[src/rtl/bfly_pkg.sv]
package bfly_pkg;

  typedef enum logic [1:0] {
    RT_IDLE     = 2'd0,
    RT_STRAIGHT = 2'd1,
    RT_CROSS    = 2'd2
  } route_e;

  function automatic route_e pick_route(input logic vld, input logic tag_bit);
    if (!vld)        return RT_IDLE;
    else if (tag_bit) return RT_CROSS;
    else             return RT_STRAIGHT;
  endfunction

endpackage

[src/rtl/bfly_switch.sv]
module bfly_switch
  import bfly_pkg::*;
#(
  parameter int PKT_W     = 18,
  parameter int VALID_POS = 17,
  parameter int TAG_BIT   = 14
) (
  input  logic [PKT_W-1:0] lo_in,
  input  logic [PKT_W-1:0] hi_in,
  output logic [PKT_W-1:0] lo_out,
  output logic [PKT_W-1:0] hi_out
);

  route_e lo_rt, hi_rt;

  always_comb begin
    lo_rt = pick_route(lo_in[VALID_POS], lo_in[TAG_BIT]);
    hi_rt = pick_route(hi_in[VALID_POS], hi_in[TAG_BIT]);

    // a packet holding its own line has priority over one crossing onto it
    if (lo_rt == RT_STRAIGHT)   lo_out = lo_in;
    else if (hi_rt == RT_CROSS) lo_out = hi_in;
    else                        lo_out = '0;

    if (hi_rt == RT_STRAIGHT)   hi_out = hi_in;
    else if (lo_rt == RT_CROSS) hi_out = lo_in;
    else                        hi_out = '0;
  end

endmodule

[src/rtl/bfly_stage.sv]
module bfly_stage #(
  parameter int N         = 8,
  parameter int PKT_W     = 18,
  parameter int VALID_POS = 17,
  parameter int TAG_LSB   = 14,
  parameter int STAGE     = 0
) (
  input  logic [N-1:0][PKT_W-1:0] lanes_in,
  output logic [N-1:0][PKT_W-1:0] lanes_out
);

  localparam int HALF = N / 2;
  localparam int LOW_MASK = (1 << STAGE) - 1;

  for (genvar k = 0; k < HALF; k++) begin : g_elem
    // insert a zero at bit STAGE of k to find the lower line of the pair
    localparam int LO = ((k >> STAGE) << (STAGE + 1)) | (k & LOW_MASK);
    localparam int HI = LO | (1 << STAGE);

    bfly_switch #(
      .PKT_W    (PKT_W),
      .VALID_POS(VALID_POS),
      .TAG_BIT  (TAG_LSB + STAGE)
    ) u_sw (
      .lo_in (lanes_in[LO]),
      .hi_in (lanes_in[HI]),
      .lo_out(lanes_out[LO]),
      .hi_out(lanes_out[HI])
    );
  end

endmodule

[src/rtl/bfly_net.sv]
module bfly_net #(
  parameter int LOG_N  = 3,
  parameter int DATA_W = 8
) (
  input  logic                        clk,
  input  logic                        rst_n,
  input  logic [(1<<LOG_N)-1:0]       in_valid,
  output logic [(1<<LOG_N)-1:0]       in_ready,
  input  logic [(1<<LOG_N)*LOG_N-1:0] in_src,
  input  logic [(1<<LOG_N)*LOG_N-1:0] in_dst,
  input  logic [(1<<LOG_N)*DATA_W-1:0] in_data,
  output logic [(1<<LOG_N)-1:0]       out_valid,
  output logic [(1<<LOG_N)*LOG_N-1:0] out_src,
  output logic [(1<<LOG_N)*DATA_W-1:0] out_data
);

  localparam int N         = 1 << LOG_N;
  localparam int A         = LOG_N;
  localparam int SRC_LSB   = DATA_W;
  localparam int ORG_LSB   = DATA_W + A;
  localparam int TAG_LSB   = DATA_W + 2 * A;
  localparam int VALID_POS = DATA_W + 3 * A;
  localparam int PKT_W     = VALID_POS + 1;

  logic [N-1:0][PKT_W-1:0] lane [LOG_N+1];

  // injection: build tag and remember the entry port
  for (genvar j = 0; j < N; j++) begin : g_inject
    assign lane[0][j] = {in_valid[j],
                         in_src[j*A +: A] ^ in_dst[j*A +: A],
                         A'(j),
                         in_src[j*A +: A],
                         in_data[j*DATA_W +: DATA_W]};
  end

  for (genvar s = 0; s < LOG_N; s++) begin : g_stage
    bfly_stage #(
      .N        (N),
      .PKT_W    (PKT_W),
      .VALID_POS(VALID_POS),
      .TAG_LSB  (TAG_LSB),
      .STAGE    (s)
    ) u_stage (
      .lanes_in (lane[s]),
      .lanes_out(lane[s+1])
    );
  end

  // a port is granted when its packet survives to some exit line
  logic [N-1:0] delivered;
  always_comb begin
    delivered = '0;
    for (int k = 0; k < N; k++) begin
      for (int j = 0; j < N; j++) begin
        if (lane[LOG_N][j][VALID_POS] && (lane[LOG_N][j][ORG_LSB +: A] == A'(k)))
          delivered[k] = 1'b1;
      end
    end
    in_ready = ~in_valid | delivered;
  end

  always_ff @(posedge clk) begin
    if (!rst_n) begin
      out_valid <= '0;
      out_src   <= '0;
      out_data  <= '0;
    end else begin
      for (int j = 0; j < N; j++) begin
        out_valid[j]                <= lane[LOG_N][j][VALID_POS];
        out_src[j*A +: A]           <= lane[LOG_N][j][SRC_LSB +: A];
        out_data[j*DATA_W +: DATA_W] <= lane[LOG_N][j][DATA_W-1:0];
      end
    end
  end

endmodule

[config.mk]
export PLATFORM = sky130hd
export DESIGN_NAME = bfly_net
export DESIGN_NICKNAME = d
export VERILOG_FILES = /design/src/rtl/bfly_pkg.sv /design/src/rtl/bfly_switch.sv /design/src/rtl/bfly_stage.sv /design/src/rtl/bfly_net.sv
export SDC_FILE = /design/constraint.sdc
export NUM_CORES = 1
export LEC_CHECK = 0
export ABC_AREA = 1
export CORE_MARGIN = 2
export CORE_UTILIZATION = 52
export DETAILED_ROUTE_END_ITERATION = 12
export PLACE_DENSITY_LB_ADDON = 0.12
export SETUP_SLACK_MARGIN = 0.3
export SLEW_MARGIN = 10
export SYNTH_ARGS = -nofsm -noshare
export SYNTH_HDL_FRONTEND = slang
export SYNTH_SLANG_ARGS = --single-unit
[constraint.sdc]
create_clock -name clk -period 3.7 [get_ports clk]
set_input_delay 0.74 -clock clk [delete_from_list [all_inputs] [get_ports clk]]
set_output_delay 0.74 -clock clk [all_outputs]
set_load 0.02 [all_outputs]
==> results of run 1 <==
-- cell families after synthesis --
kind of cell / after synthesis
simple gates: 577
compound gates: 295
buf+inv: 183
xor+xnor: 16
flops: 96
-- routing by layer --
| metal | overflow | global-route usage |
|---|---|---|
| met5 | 0 | 0.2569 |
| met4 | 3 | 0.7195 |
| met3 | 0 | 0.6130 |
| met2 | 2 | 0.9009 |
| met1 | 0 | 0.7543 |
-- through the flow --
step | hold slack, ns | instance area, µm² | cells
3_5_place_dp | 1.428 | 10810 | 1686
2_1_floorplan | 0.8784 | 7367 | 1167
4_1_cts | 1.064 | 12010 | 1753
3_3_place_gp | 1.419 | 10810 | 1686
-- timing repair --
item | in CTS
buffers inserted | 51
setup endpoints to repair | 8
resized for setup | 234
pin swaps | 96
==> flow_summary_export.csv, run 1 <==
group,metric,value,unit
placement,gp_congestion,1.059,
clocking,cts_hold_repair.buffers,0,
sta,timing.grt.repair.worst_endpoint,"in_ready[4]",
outcome,status,"aborted with a tool error",
synth,muxShareOfSynthArea,0,
synth,cell_with_the_most_instances_after_synthesis,"nand2_1",
clocking,cts_num_sinks,96,
placement,io_buffers,225,
synth,synth_cell_types,38,
die,initial_util,0.5307,
die,io-pin-count,226,
synth,synth-edff-count,0,
synth,synth-simple-area-share,0.3650,
synth,ys_seq_area_frac,0.2609,
synth,xor_and_xnor_fraction_of_the_mapped_netlist_area,0.02310,
clocking,max_buffers_root_to_sink,2,
placement,place_hpwl,25.11,mm
synth,synth_compound_gate_area_share,0.2442,
synth,synthFlopType,"dfxtp_1",
synth,synth_async_sr_flop_share,0,
clocking,cts_inserted_buffers,9,
die,num_rows,43,
die,floorplan.die.width,123.0,µm
grt,gr-usage-all-layers,0.7471,
die,chipHeight,123.0,µm
synth,combined_area_of_all_synthesized_cells,7367,µm²
grt,grt.overflow.total,5,
synth,synth.cells.most_frequent,"nand2_1 (336), a21oi_1 (101), dfxtp_1 (96), inv_1 (88), a22oi_1 (79)",
clocking,htree_levels,3,
outcome,haltStage,"global routing (5_1_grt)",
synth,synth_area_leaders,"dfxtp_1 (26%), nand2_1 (17%), a22oi_1 (8.1%)",
synth,synthesized_instance_count,1167,
synth,ys_ff_latch,96,
placement,dp_worst_setup_slack,-0.4523,ns
synth,synth.largest_area_cell,"dfxtp_1",
outcome,error,"[ERROR GRT-0232] Routing congestion too high. Check the congestion heatmap in the GUI.",
synth,post-synth-top-area-fraction,0.2609,
synth,syn_nets,1289,
grt,grt_max_degree,33,
synth,dominant_combinational_cell_family_by_area_after_synthesis,"simple AND/OR/NAND/NOR gates",
sta,worstEpCategory,"primary output",
synth,synth-warning-count,0,
synth,synth_fa_ha_area_frac,0,
clocking,clockRootBuffer,"clkbuf_16",
synth,synthesis.area_per_instance,6.313,µm²
==> inputs of run 2 (changes only) <==
- CORE_UTILIZATION: 52 -> 40
- PLACE_DENSITY_LB_ADDON: 0.12 -> 0.15
- SETUP_SLACK_MARGIN: 0.3 -> not set
==> run 2 against run 1 <==
Effect of this change:
- the run now ends clean
- area after synthesis unchanged
- synthesized cell count unchanged
==> flow_summary_export.csv, run 2 <==
group,metric,value,unit
die,initial_util,0.4087,
finish,mostFrequentLayoutCells,"nand2_1 (297), buf_4 (211), clkdlybuf4s50_1 (190)",
worst_hold_path,timing.hold.worst.class,"input port to flop",
synth,synth-edff-count,0,
finish,largestRegisters,"out_data (64), out_src (24), out_valid (8)",
clocking,clockRootBuffer,"clkbuf_16",
clocking,cts_num_sinks,96,
sta,achievable-frequency,0.2726,GHz
finish,layout.cells.most_common,"nand2_1",
clocking,clk_pin_slew_worst_paths,0.07,ns
synth,ys_seq_area_frac,0.2609,
synth,synth.largest_area_cell,"dfxtp_1",
die,chipHeight,139.7,µm
die,io-pin-count,226,
grt,grt_antenna_before_repair,0,
worst_hold_path,timing.hold.worst_path_depth,3,
sta,finalHoldWorstSlack,1.041,ns
sta,timing.final.crit_period,3.668,ns
finish,area_growth,65.86,%
sta,timing.final.crit_share,0.9915,
job,maxCapViolations,0,
power_and_ir_drop,power_leakage,5.305,nW
synth,ys_ff_latch,96,
sta,max-slew-margin-rel,0.5731,
sta,final_max_slew_viol_count,0,
synth,synth_cell_types,38,
finish,top_register,"out_data",
synth,synthesis.area_per_instance,6.313,µm²
grt,grt_pass1_vias,9141,
grt,global_route_wire_length_before_repair,49.32,mm
sta,setup_viol_count_final,0,
grt,gr-usage-all-layers,0.3229,
finish,finalCoreUtilization,0.6779,
clocking,tritoncts,"yes",
synth,post-synth-top-area-fraction,0.2609,
grt,grt_max_degree,63,
detailed_routing,detail-route-antenna-nets,0,
clocking,max_buffers_root_to_sink,2,
synth,synthFlopType,"dfxtp_1",
finish,final_cell_area,12220,µm²
die,num_rows,49,
detailed_routing,drc,0,
clocking,htree_levels,3,
critical_path,crit_path_max_fanout,5,
finish,final_net_count,1683,
critical_path,arrival,2.93,ns
finish,num_antenna_cells,0,
critical_path,timing.setup.critical_path_class,"input port to primary output",
detailed_routing,route.vias.total,9912,
synth,cell_with_the_most_instances_after_synthesis,"nand2_1",
sta,worstMarginPinSlew,0.6394,ns
synth,syn_nets,1289,
synth,synthesized_instance_count,1167,
synth,synth_async_sr_flop_share,0,
placement,io_buffers,225,
sta,setup_tns,0,ns
die,floorplan.die.width,139.7,µm
placement,postPlaceCellArea,11020,µm²
finish,fillerInstances,1602,
clocking,cts_inserted_buffers,9,
synth,synth.cells.most_frequent,"nand2_1 (336), a21oi_1 (101), dfxtp_1 (96), inv_1 (88), a22oi_1 (79)",
grt,grt.overflow.total,0,
detailed_routing,dr.pass1.iters,6,
sta,final-hold-violation-count,0,
finish,proportion_of_layout_cells_with_a_drive_suffix_above_1,0.2869,
power_and_ir_drop,cellPowerDensity,327.2,nW/µm²
synth,combined_area_of_all_synthesized_cells,7367,µm²
die,fp.coreArea,18020,µm²
placement,gp_congestion,0.9414,
synth,synth_area_leaders,"dfxtp_1 (26%), nand2_1 (17%), a22oi_1 (8.1%)",
critical_path,startpoint_type,"input port",
synth,synth-warning-count,0,
power_and_ir_drop,irDropWorstVdd,0.2324,mV
finish,max_reg_flops,64,
detailed_routing,viasPerCell,5.525,
detailed_routing,drtIter0Drc,933,
detailed_routing,routed_wire_length,33.14,mm
die,die-area,19520,µm²
placement,place_hpwl,26.41,mm
clocking,cts_hold_repair.buffers,0,
critical_path,critPathRequiredTime,2.96,ns
critical_path,setup.worst_path.end_class,"primary output",
power_and_ir_drop,totalPowerFinal,3.998,mW
outcome,status,"finished, final reports clean",
detailed_routing,drt-wirelength-per-cell,18.47,µm
## run 2: per-layer routing
| metal | routed length, µm | part of all wire | GRT usage | vias to the layer above |
|---|---|---|---|---|
| met3 | 2403 | 0.073 | 0.03544 | 94 |
| li1 | - | - | - | 4721 |
| met1 | 13280 | 0.40 | 0.4139 | 4585 |
| met4 | 1578 | 0.048 | 0.1584 | 0 |
| met5 | 0 | 0 | 0 | - |
| met2 | 15880 | 0.48 | 0.5402 | 512 |
## run 2: stage by stage
step                      setup WS, ns  cells
final                          0.03151   1794
after global routing          -0.08131   1794
after CTS                     0.004939   1773
after detailed placement       -0.5310   1752
after global placement         -0.5464   1752
after floorplan                 0.8099   1167
## run 2: critical path, cell delays in order
cell             delay [ns]
clkdlybuf4s50_1        0.47
xnor2_2                0.27
inv_2                  0.06
nand2_2                0.12
nand3_4                0.12
buf_4                  0.15
nor2_1                 0.13
inv_1                  0.09
nand2_2                0.14
nand2_1                0.09
inv_1                  0.05
nand3_1                0.08
and3_1                 0.17
nand3_1                0.08
buf_4                  0.15
## run 2: layout make-up
cell class	count	area, µm²	area share
inverter	128	490.5	0.04014
tap	229	286.5	0.02345
multi-input combinational	888	5224	0.4275
sequential	96	1922	0.1573
clock inverter	6	137.6	0.01126
clock buffer	9	225.2	0.01843
timing repair buffer	438	3934	0.3219
## run 2: path summary, 6_finish.rpt
kind,endpoint,slack (ns),start
max,in_ready[7],0.03,in_src[13]
min,out_data[20]$_SDFF_PN0_,1.04,rst_n
## run 2: kinds of logic (layout without fill, tap and decap cells)
logic type	after synthesis	count (layout)	share of synthesized area
and+or+nand+nor	577	577	0.3650
xor gates and xnor gates	16	16	0.02310
buffers and inverters	183	581	0.1068
DFF	96	96	0.2609
AOI/OAI and AO/OA	295	295	0.2442
## run 2: timing repair
item,4_1_cts,5_1_grt
resized for setup,67,142
setup buffers,6,21
pin swaps,15,75
cloned,0,0
setup endpoints to repair,8,8
## run 2: report_power, final
part	switching, mW	leakage [nW]	total [mW]	internal [mW]
Clock	0.434	0.177	1.16	0.731
Sequential	0.0142	0.777	1.09	1.07
Combinational	1.01	4.35	1.75	0.737
Power figures use the tool's default switching activity.
